==> config.mk <==
export PLATFORM = sky130hd
export DESIGN_NAME = rx_dest_filter
export DESIGN_NICKNAME = d
export VERILOG_FILES = /design/src/rtl/rxf_pkg.sv /design/src/rtl/rxf_hash_crc.sv /design/src/rtl/rxf_addr_store.sv /design/src/rtl/rxf_ctrl.sv /design/src/rtl/rx_dest_filter.sv
export SDC_FILE = /design/constraint.sdc
export NUM_CORES = 1
export LEC_CHECK = 0
export ABC_AREA = 1
export CORE_UTILIZATION = 40
export CTS_CLUSTER_DIAMETER = 80
export CTS_CLUSTER_SIZE = 12
export DETAILED_ROUTE_END_ITERATION = 6
export GPL_TIMING_DRIVEN = 0
export PLACE_DENSITY = 0.7
export SLEW_MARGIN = 5
export SYNTH_ARGS = -nofsm -noshare
export SYNTH_HDL_FRONTEND = slang
export SYNTH_SLANG_ARGS = --single-unit
==> constraint.sdc <==
create_clock -name clk -period 2.3 [get_ports clk]
set_clock_uncertainty 0.05 [all_clocks]
set_input_delay 0.46 -clock clk [delete_from_list [all_inputs] [get_ports clk]]
set_output_delay 0.46 -clock clk [all_outputs]
set_load 0.005 [all_outputs]
==> src/rtl/rxf_pkg.sv <==
package rxf_pkg;

    typedef enum logic [1:0] {
        ST_IDLE   = 2'd0,
        ST_ADDR   = 2'd1,
        ST_DECIDE = 2'd2
    } rxf_state_e;

    localparam int          HASH_CRC_W      = 32;
    localparam logic [31:0] HASH_POLY       = 32'h04C1_1DB6;
    localparam int          CFG_BCAST_BIT   = 2;
    localparam int          CFG_MCAST_BIT   = 3;
    localparam int          CFG_PROMISC_BIT = 4;
    localparam logic [7:0]  STAT_GOOD       = 8'h01;
    localparam logic [7:0]  STAT_GROUP      = 8'h20;

    // Fold one byte, LSB first, into the running hash register.
    function automatic logic [HASH_CRC_W-1:0] hash_fold_byte(
        input logic [HASH_CRC_W-1:0] crc_in,
        input logic [7:0]            data
    );
        logic [HASH_CRC_W-1:0] c;
        logic                  fb;
        c = crc_in;
        for (int b = 0; b < 8; b++) begin
            fb = c[HASH_CRC_W-1] ^ data[b];
            c  = {c[HASH_CRC_W-2:0], 1'b0};
            if (fb) begin
                c = (c ^ HASH_POLY) | {{(HASH_CRC_W-1){1'b0}}, 1'b1};
            end
        end
        return c;
    endfunction

endpackage

==> src/rtl/rxf_hash_crc.sv <==
module rxf_hash_crc
    import rxf_pkg::*;
#(
    parameter int IDX_W = 6
) (
    input  logic             clk,
    input  logic             rst_n,
    input  logic             clr,
    input  logic             take,
    input  logic [7:0]       byte_dat,
    output logic [IDX_W-1:0] hash_idx
);

    logic [HASH_CRC_W-1:0] crc_q;
    logic [HASH_CRC_W-1:0] crc_base;

    always_comb begin
        crc_base = clr ? '1 : crc_q;
    end

    always_ff @(posedge clk or negedge rst_n) begin
        if (!rst_n) begin
            crc_q <= '1;
        end else if (take) begin
            crc_q <= hash_fold_byte(crc_base, byte_dat);
        end else if (clr) begin
            crc_q <= '1;
        end
    end

    always_comb begin
        hash_idx = crc_q[HASH_CRC_W-1 -: IDX_W];
    end


    crc_seed_chk: assert property (@(posedge clk) disable iff (!rst_n)
        (clr && !take) |=> (crc_q == '1));


    crc_hold_chk: assert property (@(posedge clk) disable iff (!rst_n)
        (!clr && !take) |=> $stable(crc_q));

endmodule

==> src/rtl/rxf_addr_store.sv <==
module rxf_addr_store #(
    parameter int ADDR_BYTES = 6,
    parameter int CNT_W      = 3
) (
    input  logic                    clk,
    input  logic                    rst_n,
    input  logic                    take,
    input  logic [CNT_W-1:0]        byte_idx,
    input  logic [7:0]              byte_dat,
    input  logic [ADDR_BYTES*8-1:0] station_addr,
    output logic                    uc_hit,
    output logic                    dest_bcast,
    output logic                    dest_group
);

    logic [ADDR_BYTES*8-1:0] dest_q;

    for (genvar g = 0; g < ADDR_BYTES; g++) begin : g_slot
        logic slot_we;
        always_comb begin
            slot_we = take && (byte_idx == CNT_W'(g));
        end

        always_ff @(posedge clk or negedge rst_n) begin
            if (!rst_n) begin
                dest_q[g*8 +: 8] <= '0;
            end else if (slot_we) begin
                dest_q[g*8 +: 8] <= byte_dat;
            end
        end


        slot_load_chk: assert property (@(posedge clk) disable iff (!rst_n)
            (take && byte_idx == CNT_W'(g)) |=> (dest_q[g*8 +: 8] == $past(byte_dat)));
    end

    always_comb begin
        uc_hit     = (dest_q == station_addr);
        dest_bcast = &dest_q;
        dest_group = dest_q[0];
    end

endmodule

==> src/rtl/rxf_ctrl.sv <==
module rxf_ctrl
    import rxf_pkg::*;
#(
    parameter int ADDR_BYTES = 6,
    parameter int CNT_W      = 3,
    parameter int IDX_W      = 6,
    parameter int MASK_W     = 64
) (
    input  logic             clk,
    input  logic             rst_n,
    input  logic             sof,
    input  logic             byte_vld,
    input  logic [IDX_W-1:0] hash_idx,
    input  logic             uc_hit,
    input  logic             dest_bcast,
    input  logic             dest_group,
    input  logic [7:0]       cfg_rx,
    input  logic [MASK_W-1:0] hash_mask,
    output logic             clr,
    output logic             take,
    output logic [CNT_W-1:0] byte_idx,
    output logic             dec_done,
    output logic             dec_accept,
    output logic             dec_group,
    output logic [7:0]       dec_status
);

    localparam logic [CNT_W-1:0] LAST_IDX = CNT_W'(ADDR_BYTES - 1);

    rxf_state_e       state_q, state_d;
    logic [CNT_W-1:0] cnt_q;
    logic             last_take;

    always_comb begin
        clr       = sof;
        take      = byte_vld && (sof || (state_q == ST_ADDR));
        byte_idx  = sof ? '0 : cnt_q;
        last_take = take && (byte_idx == LAST_IDX);
    end

    always_comb begin
        state_d = state_q;
        unique case (state_q)
            ST_IDLE: begin
                if (last_take)      state_d = ST_DECIDE;
                else if (sof)       state_d = ST_ADDR;
            end
            ST_ADDR: begin
                if (last_take)      state_d = ST_DECIDE;
            end
            ST_DECIDE: begin
                if (last_take)      state_d = ST_DECIDE;
                else if (sof)       state_d = ST_ADDR;
                else                state_d = ST_IDLE;
            end
            default:                state_d = ST_IDLE;
        endcase
    end

    always_ff @(posedge clk or negedge rst_n) begin
        if (!rst_n) begin
            state_q <= ST_IDLE;
            cnt_q   <= '0;
        end else begin
            state_q <= state_d;
            if (take) begin
                cnt_q <= last_take ? '0 : byte_idx + CNT_W'(1);
            end else if (sof) begin
                cnt_q <= '0;
            end
        end
    end

    always_comb begin
        dec_done   = 1'b0;
        dec_accept = 1'b0;
        dec_group  = 1'b0;
        dec_status = '0;
        if (state_q == ST_DECIDE) begin
            dec_done  = 1'b1;
            dec_group = dest_group;
            if (cfg_rx[CFG_PROMISC_BIT]) begin
                dec_accept = 1'b1;
            end else if (dest_bcast) begin
                dec_accept = cfg_rx[CFG_BCAST_BIT];
            end else if (dest_group) begin
                dec_accept = cfg_rx[CFG_MCAST_BIT] && hash_mask[hash_idx];
            end else begin
                dec_accept = uc_hit;
            end
            if (dec_accept) begin
                dec_status = STAT_GOOD | (dest_group ? STAT_GROUP : 8'h00);
            end
        end
    end


    done_pulse_chk: assert property (@(posedge clk) disable iff (!rst_n)
        (dec_done && !sof) |=> !dec_done);


    done_after_last_chk: assert property (@(posedge clk) disable iff (!rst_n)
        last_take |=> dec_done);


    idle_quiet_chk: assert property (@(posedge clk) disable iff (!rst_n)
        (state_q == ST_IDLE && !sof) |=> !dec_done);


    promisc_accept_chk: assert property (@(posedge clk) disable iff (!rst_n)
        (dec_done && cfg_rx[CFG_PROMISC_BIT]) |-> dec_accept);


    reject_status_chk: assert property (@(posedge clk) disable iff (!rst_n)
        (dec_done && !dec_accept) |-> (dec_status == 8'h00));


    group_status_chk: assert property (@(posedge clk) disable iff (!rst_n)
        (dec_done && dec_accept) |-> (dec_status[0] && (dec_status[5] == dest_group)));


    quiet_outputs_chk: assert property (@(posedge clk) disable iff (!rst_n)
        !dec_done |-> (!dec_accept && !dec_group && dec_status == 8'h00));


    cnt_range_chk: assert property (@(posedge clk) disable iff (!rst_n)
        cnt_q <= LAST_IDX);

endmodule

==> src/rtl/rx_dest_filter.sv <==
module rx_dest_filter
    import rxf_pkg::*;
#(
    parameter int ADDR_BYTES = 6,
    parameter int IDX_W      = 6
) (
    input  logic                    clk,
    input  logic                    rst_n,
    input  logic                    sof,
    input  logic                    byte_vld,
    input  logic [7:0]              byte_dat,
    input  logic [7:0]              cfg_rx,
    input  logic [ADDR_BYTES*8-1:0] station_addr,
    input  logic [(1<<IDX_W)-1:0]   hash_mask,
    output logic                    dec_done,
    output logic                    dec_accept,
    output logic                    dec_group,
    output logic [7:0]              dec_status
);

    localparam int CNT_W  = (ADDR_BYTES > 1) ? $clog2(ADDR_BYTES) : 1;
    localparam int MASK_W = 1 << IDX_W;

    logic             clr;
    logic             take;
    logic [CNT_W-1:0] byte_idx;
    logic [IDX_W-1:0] hash_idx;
    logic             uc_hit;
    logic             dest_bcast;
    logic             dest_group;

    rxf_ctrl #(
        .ADDR_BYTES (ADDR_BYTES),
        .CNT_W      (CNT_W),
        .IDX_W      (IDX_W),
        .MASK_W     (MASK_W)
    ) u_ctrl (
        .clk        (clk),
        .rst_n      (rst_n),
        .sof        (sof),
        .byte_vld   (byte_vld),
        .hash_idx   (hash_idx),
        .uc_hit     (uc_hit),
        .dest_bcast (dest_bcast),
        .dest_group (dest_group),
        .cfg_rx     (cfg_rx),
        .hash_mask  (hash_mask),
        .clr        (clr),
        .take       (take),
        .byte_idx   (byte_idx),
        .dec_done   (dec_done),
        .dec_accept (dec_accept),
        .dec_group  (dec_group),
        .dec_status (dec_status)
    );

    rxf_hash_crc #(
        .IDX_W (IDX_W)
    ) u_hash (
        .clk      (clk),
        .rst_n    (rst_n),
        .clr      (clr),
        .take     (take),
        .byte_dat (byte_dat),
        .hash_idx (hash_idx)
    );

    rxf_addr_store #(
        .ADDR_BYTES (ADDR_BYTES),
        .CNT_W      (CNT_W)
    ) u_store (
        .clk          (clk),
        .rst_n        (rst_n),
        .take         (take),
        .byte_idx     (byte_idx),
        .byte_dat     (byte_dat),
        .station_addr (station_addr),
        .uc_hit       (uc_hit),
        .dest_bcast   (dest_bcast),
        .dest_group   (dest_group)
    );

endmodule

# Word-level counts from Yosys, hierarchy flattened
# Cells that the tools add are included.
[classes]
addsub = 1
n_lt_le_gt_ge = 1
eq_ne = 10
mux = 38
n_bitwise = 16
reduce_logical = 13
[op_table]
columns = ["op", "n"]
rows = [
  ["two-way mux 32 bit", 9],
  ["two-way mux 27 bit", 8],
  ["NOT 13 bit", 8],
  ["== test 48 bit", 1],
  ["AND reduction 48 bit", 1],
  ["two-way mux 8 bit", 2],
  ["two-way mux 1 bit", 9],
  ["two-way mux 3 bit", 3],
  ["logical AND 1 bit", 8],
  ["two-way mux 2 bit", 4],
  ["bitwise XOR 1 bit", 8],
  ["less-than comparator 6 x 7 -> 1 bit (second input constant)", 1],
  ["binary-select mux 1 bit (select 6 bit)", 1],
  ["== test 3 x 2 -> 1 bit (second input constant)", 2],
  ["== test 3 bit (second input constant)", 2],
  ["two-way mux 6 bit", 1],
  ["case mux 2 bit (3 select lines)", 1],
  ["adder 3 x 1 -> 3 bit (second input constant)", 1],
  ["== test 3 x 1 -> 1 bit (second input constant)", 1],
  ["logical NOT 3 bit", 1],
  ["!= test 3 x 2 -> 1 bit (second input constant)", 1],
  ["== test 2 x 1 -> 1 bit (second input constant)", 1],
  ["== test 2 bit (second input constant)", 1],
  ["logical NOT 2 bit", 1],
  ["other kinds (3)", 3],
]
[word_totals]
ff_bits = 85
inputBits = 132
output_inout_bits = 11

# Depth between registers and ports, before layout
# Gate-level depths: netlist (run 1).
[logic_depth]
word_depth = 25
depth_mapped = 16
mapped_depth_nobuf = 13

# Cells and area by module
# From an unflattened synthesis (run 1), not the netlist that was laid out.
[hier_totals]
cells_unflattened = 934
area_unflattened_um2 = 6282.3
[modules_own_cells]
columns = ["module", "instances", "cells_each", "area_per_inst_um2", "seq_area_each_um2"]
rows = [
  ["rxf_hash_crc", 1, 409, 2647.5, 840.8],
  ["rxf_addr_store", 1, 321, 2561.2, 1201.2],
  ["rxf_ctrl", 1, 204, 1073.5, 125.1],
]

# Worst setup path before layout (run 1)
# Ideal clock, no wire load.
[synth_path]
kind = "register -> output"
from = "register u_hash.crc_q[26]"
to = "output dec_status[0]"
t_arrival_ns = 1.980
t_required_ns = 1.790
setup_slack_ns = -0.190
path_stages_with_launch = 16
cell_sequence = "dfstp_2 -> clkbuf_1 -> clkbuf_1 -> nand2_1 -> nand3_1 -> nand3_1 -> nand2_1 -> nand2_1 -> nand3_1 -> nand3b_1 -> nand2_1 -> nand2_1 -> nand2_1 -> nand2_1 -> a21oi_1 -> buf_4"
[synth_via]
elab_chain_cells = 9
[synth_rtl]
columns = ["element", "line_no", "text"]
rows = [
  ["start: declaration", "rxf_hash_crc.sv:14", "logic [HASH_CRC_W-1:0] crc_q;"],
  ["start signal: assignment", "rxf_hash_crc.sv:25", "crc_q <= hash_fold_byte(crc_base, byte_dat);"],
  ["binary-select mux 1 bit (select 6 bit)", "rxf_ctrl.sv:87", "dec_accept = cfg_rx[CFG_MCAST_BIT] && hash_mask[hash_idx];"],
  ["two-way mux 1 bit (implied by the code)", "rxf_ctrl.sv:87", ""],
  ["logical AND 1 bit", "rxf_ctrl.sv:87", ""],
  ["two-way mux 1 bit", "rxf_ctrl.sv:86", "end else if (dest_group) begin"],
  ["two-way mux 1 bit", "rxf_ctrl.sv:84", "end else if (dest_bcast) begin"],
  ["two-way mux 1 bit", "rxf_ctrl.sv:82", "if (cfg_rx[CFG_PROMISC_BIT]) begin"],
  ["two-way mux 1 bit", "rxf_ctrl.sv:79", "if (state_q == ST_DECIDE) begin"],
  ["two-way mux 8 bit", "rxf_ctrl.sv:91", "if (dec_accept) begin"],
  ["two-way mux 8 bit", "rxf_ctrl.sv:79", ""],
  ["end: declaration", "rx_dest_filter.sv:18", "output logic [7:0] dec_status"],
]
# Every way passes these cells. The select of a mux whose other input is x is not followed.

# Final worst setup path (run 1)
[layout_path]
from = "register u_hash.crc_q[26]"
to = "output dec_status[5]"
# Same word-level chain as after synthesis.

==> results of run 1 <==
## final cells by class
type / instances / area (um2) / area share (%)
clock buffers: 11 / 243 / 2.93
clock inverters: 5 / 73.8 / 0.891
plain buffers: 33 / 250 / 3.02
flip-flops and latches: 85 / 2170 / 26.2
well taps: 180 / 225 / 2.72
repair buffers: 161 / 1580 / 19.1
inverters: 74 / 289 / 3.49
multi-input cells: 598 / 3450 / 41.7
## metal layers
metal  wire length (um)  GRT usage (%)  vias to the layer above
met5                  0              0                        -
met4                376           8.00                        0
met3               1230           4.32                       35
met2               9490           43.8                      197
met1               8530           35.1                     2874
li1                   -              -                     2882
## cell usage in the layout, fill, tap and decap left out, types with 10 or more instances in the layout
master and instances:
xor2_1 33, nand2_1 203, nor2_1 45, nand3_1 55, clkdlybuf4s50_1 125, dfrtp_1 53
o21ai_0 75, nor3_1 14, xnor2_1 16, o21ai_1 14, buf_4 28, nand2_2 23
nand3_2 15, o22ai_1 10, dfstp_2 31, nand4_1 14, inv_1 64
## per-stage QoR
stage                     utilization [%]  worst slack [ps]  total power, mW  cells
after floorplan                         -              13.9             4.89    792
after CTS                            57.2              -650             7.86   1136
after global placement               52.6             -2360             5.84   1103
final                                59.0              -625             8.20   1147
after global routing                 59.0              -784             8.75   1147
after detailed placement             52.8             -1100             5.91   1104
## how the worst max path moves through the flow
stage,slack (ps),depth (start not counted),startpoint,to
floorplan,10,16,u_hash.crc_q[26],dec_status[0]
global placement,-2360,1,rst_n,u_ctrl.state_q[0]
detailed placement,-1100,13,station_addr[3],dec_status[0]
CTS,-650,15,u_hash.crc_q[26],dec_status[0]
global route,-780,15,u_hash.crc_q[26],dec_status[0]
finish,-630,15,u_hash.crc_q[26],dec_status[5]
## where the power goes
group	internal (mW)	switching [mW]	total [mW]	leakage, nW
Clock	0.974	0.602	1.58	0.157
Combinational	1.75	2.17	3.92	2.57
Sequential	2.22	0.493	2.71	0.996
Total	4.94	3.27	8.20	3.72
## state kept, by name (all words and copies together) (netlist names)
name,flops
u_store.dest_q,47
u_hash.crc_q,32
u_ctrl.cnt_q,3
u_ctrl.state_q,2
u_store.dest_group,1
## worst max-delay path: cells and delay by family (launching register included)
kind / cells / cell delay, ps
simple gates: 11 / 800
compound gates: 1 / 100
flops: 1 / 740
buf+inv: 3 / 420
## logic make-up (layout without fill, tap and decap cells)
| group | after synthesis | after routing | share of synthesized area, % |
|---|---|---|---|
| and+or+nand+nor | 402 | 402 | 30.4 |
| other | 1 | 6 | 0.0644 |
| adders and majority gates | 5 | 5 | 1.08 |
| DFF | 85 | 85 | 37.2 |
| buffers and inverters | 109 | 284 | 7.76 |
| xor gates and xnor gates | 61 | 61 | 11.6 |
| AOI/OAI and AO/OA | 124 | 124 | 11.9 |
## repair_timing
item | CTS | global route
buffers inserted | 12 | 11
pin swaps | 24 | 20
hold endpoints to repair | 17 | 0
hold buffers | 1 | 0
resized for setup | 65 | 50
endpoints found under the setup margin | 76 | 66
gates cloned | 5 | 0
==> out/metrics.cfg, run 1 <==
[power_and_ir_drop]
power_density_nw_per_um2=991
p_leak_nw=3.72
irDropWorstVdd_mv=0.468

[placement]
routabilityCongestion=0.895
io_buffers=131
dpl_cell_area_um2=7410
dp_hpwl_um=14400

[synth]
synth_cell_types=45
syn_avg_cell_area_um2=7.39
synth_edf_count=0
synth_common_cells=227 x nand2_1, 75 x o21ai_0, 70 x inv_1, 70 x nand3_1, 53 x dfrtp_1
yosysTopAreaCellShare_pct=22.8
ys_warn_count=0
synth_area_um2=5820
synth_area_leaders=dfrtp_1 23%, nand2_1 15%, dfstp_2 14%
synth_area_leader_cell=dfrtp_1
synth.most_common_cell=nand2_1
synth_ff_type=dfrtp_1
synthCells=787
async_flop_share_pct=100
ys_seq_area_share_pct=37.2
synth_seq_cells=85

[critical_path]
critPathArrivalTime_ps=2420
max_stage_delay_ps=740
rr_worst_depth=10
crit_type=register to output port
cp-end-kind=output port
critPathMaxFanout=8
r2r_slack_ps=50
slowest_stage=dfstp_4
r2r-start=u_hash.crc_q[26]
startpoint_type=register
path_cells=buf_6, nand2_1, nand3_1, nand3_1, nand2_1, nand2_1, nand3_1, nand3_2, nand2_2, nand2_2, nand2_4, nand2_4, buf_4, a21oi_1, buf_2
worstPathRequired_ps=1790
timing.rr.end=u_hash.crc_q[13]

[sta]
finalSetupViolations=3
maxSlewViolCount=0
worst_pin_slew_ps=589
finalCriticalPeriod_ps=2930
rsz0062_at_grt=true
whs_ps=400
relSlewSlack_pct=60.7
setup_ws_ps=-625
fmax_mhz=342
final_hold_viol_count=0
final.setup.tns_ps=-1800
finalCritPeriodShare_pct=127

[clock_tree]
h-tree-depth=3
cts_buffer_depth=2
clockRootBuffer=clkbuf_16
cts_tree=yes
clock_latency_ps=350
cts.clk_slew.worst_paths_ps=60
clkSinkCount=85
numCtsBuffers=9

[floorplanning]
core_area_um2=14000
fp.dieW_um=123
ios=143
dieArea_um2=15000
rows=43
initial_core_util_pct=41.4
die-height_um=123

[finish]
fill_cells=1241
finalNetCount=1099
area_delta_synth_final_pct=42.3
diodes=0
final_cell_area_um2=8280
drive_gt1_share_pct=19.9

[routing]
antenna_left=0
via_per_inst=5.22
first_pass_iters=5
wire_per_inst_um=17.1
drc=0
drt_iter0_drc=465
vias=5988
wirelength_um=19600

[min_path]
hold_path_class=register to register
min_to=u_ctrl.state_q[0]
min_from=u_ctrl.state_q[1]
hold_depth=1

[run]
maxCapViolations=0

[status]
failed_checks=negative setup slack
status=finished with violations

[global_routing]
antenna_found_initial=0
grt_max_degree=65
grt_pass1_wl_um=29800
track_usage_pct=26.4
first_global_vias=5789
grt_remaining_overflow=0

Power figures use the tool's default switching activity.
==> inputs of run 2 (changes only) <==
--- a/config.mk
+++ b/config.mk
@@ -12,6 +12,7 @@
 export DETAILED_ROUTE_END_ITERATION = 6
 export GPL_TIMING_DRIVEN = 0
 export PLACE_DENSITY = 0.7
+export SETUP_SLACK_MARGIN = 0.3
 export SLEW_MARGIN = 5
 export SYNTH_ARGS = -nofsm -noshare
 export SYNTH_HDL_FRONTEND = slang
==> out/metrics.cfg, run 2 (synthesis gave the netlist of run 1 again) <==
[status]
status=finished with violations
failed_checks=negative setup slack

[finish]
diodes=0  ; unchanged
layout_common_cells=194 x nand2_1, 118 x clkdlybuf4s50_1, 68 x o21ai_0
regMostFlops=u_store.dest_q
largest_reg_flops=47  ; unchanged
drive_gt1_share_pct=28.1  ; +8.3 points
top_regs=u_store.dest_q (47), u_hash.crc_q (32), u_ctrl.cnt_q (3)
final_common_cell=nand2_1
finalNetCount=1124  ; +2.3%
area_delta_synth_final_pct=55.3
final_cell_area_um2=9040  ; +9.2%

[placement]
routabilityCongestion=0.915  ; +2.2%
dp_hpwl_um=13700  ; -4.5%
io_buffers=131  ; unchanged
pre_cts_ws_ps=-910  ; +194 ps
dpl_cell_area_um2=7490  ; +1.1%

[run]
maxCapViolations=0  ; unchanged

[critical_path]
crit_type=register to output port
worstPathRequired_ps=1790  ; about the same
cp-end-kind=output port
critPathArrivalTime_ps=2410  ; about the same
startpoint_type=register
critPathMaxFanout=8  ; unchanged

[sta]
rsz0062_at_grt=true
setup_ws_ps=-618  ; +6.89 ps
finalSetupViolations=3  ; unchanged
final_hold_viol_count=0  ; unchanged
finalCritPeriodShare_pct=127  ; -0.30 points
finalCriticalPeriod_ps=2920  ; -6.89 ps
fmax_mhz=343  ; +0.24%
worst_pin_slew_ps=706  ; +117 ps
maxSlewViolCount=0  ; unchanged
relSlewSlack_pct=52.9  ; -7.8 points

[routing]
wire_per_inst_um=17.4  ; +1.7%
drt_iter0_drc=453  ; -2.6%
first_pass_iters=6  ; +1
drc=0  ; unchanged
antenna_left=0  ; unchanged
via_per_inst=5.26  ; +0.79%
wirelength_um=20400  ; +3.9%
vias=6167  ; +3.0%

[clock_tree]
cts.clk_slew.worst_paths_ps=70  ; about the same
cts_buffer_depth=2  ; unchanged
clockRootBuffer=clkbuf_16
clock_latency_ps=340  ; about the same
numCtsBuffers=9  ; unchanged
h-tree-depth=3  ; unchanged
cts_tree=yes
clkSinkCount=85  ; unchanged

[global_routing]
grt_pass1_wl_um=30100  ; +1.0%
grt_remaining_overflow=0  ; unchanged
antenna_found_initial=0  ; unchanged
grt_max_degree=68  ; +4.6%
first_global_vias=5970  ; +3.1%
track_usage_pct=26.4  ; +0.036 points

[floorplanning]
core_area_um2=14000  ; unchanged
die-height_um=123  ; unchanged
dieArea_um2=15000  ; unchanged
fp.dieW_um=123  ; unchanged
rows=43  ; unchanged
initial_core_util_pct=41.4  ; unchanged
ios=143  ; unchanged

[power_and_ir_drop]
irDropWorstVdd_mv=0.420  ; -10%
power_density_nw_per_um2=996  ; +0.51%
p_leak_nw=4.04  ; +8.7%

[min_path]
hold_path_class=register to register

run 2: cell types whose count changed in the layout (fill, tap and decap cells not counted), sizes merged:
cell	change
buf	+21
clkinvlp	+3
clkdlybuf4s50	-7
dlygate4sd2	+6
clkinv	-1
clkdlybuf4s15	+2
inv	-1
clkbuf	+2
run 2: final timing paths:
kind / start / endpoint / slack, ps / cells after the start
min: u_ctrl.state_q[1] / u_ctrl.state_q[0] / 440 / 1
max: u_hash.crc_q[26] / dec_status[0] / -620 / 17
max in group asynchronous: rst_n / u_hash.crc_q[6] / 1040 / 3
min in group asynchronous: rst_n / u_store.dest_group / 490 / 2
max reg2reg: u_hash.crc_q[28] / u_hash.crc_q[14] / 100 / 13
min reg2reg: u_ctrl.state_q[1] / u_ctrl.state_q[0] / 440 / 1
run 2: power by group:
part | internal [mW] | leakage (nW) | switching (mW)
registers | 2.21 | 0.995 | 0.454
logic | 2.22 | 2.89 | 2.54
clock network | 0.952 | 0.153 | 0.621
total | 5.39 | 4.04 | 3.62
run 2: timing repair:
| item | 4_1_cts | 5_1_grt |
|---|---|---|
| buffers inserted | 27 | 17 |
| pin swaps | 37 | 56 |
| hold buffers | 1 | 0 |
| cloned | 7 | 0 |
| gates resized for setup | 107 | 111 |
| setup endpoints to repair | 90 | 59 |
| hold endpoints to repair | 18 | 0 |
run 2: per-stage QoR:
stage	instances	hold WS (ps)	setup TNS (ps)	util, %	total power, mW
after floorplan	792	114	0	-	5.01
after global placement	1103	393	-217090	53.2	5.95
after detailed placement	1104	307	-48780	53.3	6.01
after CTS	1155	427	-1610	60.3	8.26
after global routing	1172	446	-2070	64.4	9.53
final	1172	439	-1730	64.4	9.00
run 2: layout make-up:
type	instances	area [um2]
fill	1127	5000
multi-input combinational	598	3800
sequential	85	2170
timing repair buffer	184	1850
buffer	35	374
inverter	74	309
clock buffer	10	229
tap	180	225
clock inverter	6	86.3
run 2: worst max-delay path: stages, from the launching register on:
cell and delay, ps:
dfstp_2 580, clkbuf_16 180, inv_12 50, clkbuf_16 160
nand2_4 70, nand3_2 60, nand3_2 80, nand2_1 60
nand2_1 70, nand3_1 70, nand3b_1 80, nand2_1 60
nand2_1 70, nand2_1 70, nand2_2 80, a21oi_2 60
buf_4 140, buf_6 100
run 2: layer usage:
metal  track usage (%)  up-vias  routed length, um
met1              33.4     2867               8090
met5                 0        -                  0
met4              10.1        0                778
met3              6.04       57               1700
li1                  -     2953                  -
met2              43.6      290               9810
==> inputs of run 3 (changes only) <==
--- a/config.mk
+++ b/config.mk
@@ -6,6 +6,7 @@
 export NUM_CORES = 1
 export LEC_CHECK = 0
 export ABC_AREA = 1
+export ABC_CLOCK_PERIOD_IN_PS = 2300
 export CORE_UTILIZATION = 40
 export CTS_CLUSTER_DIAMETER = 80
 export CTS_CLUSTER_SIZE = 12
==> results of run 3 <==
No change in the layout: final DEF, timing and power equal those of run 2.
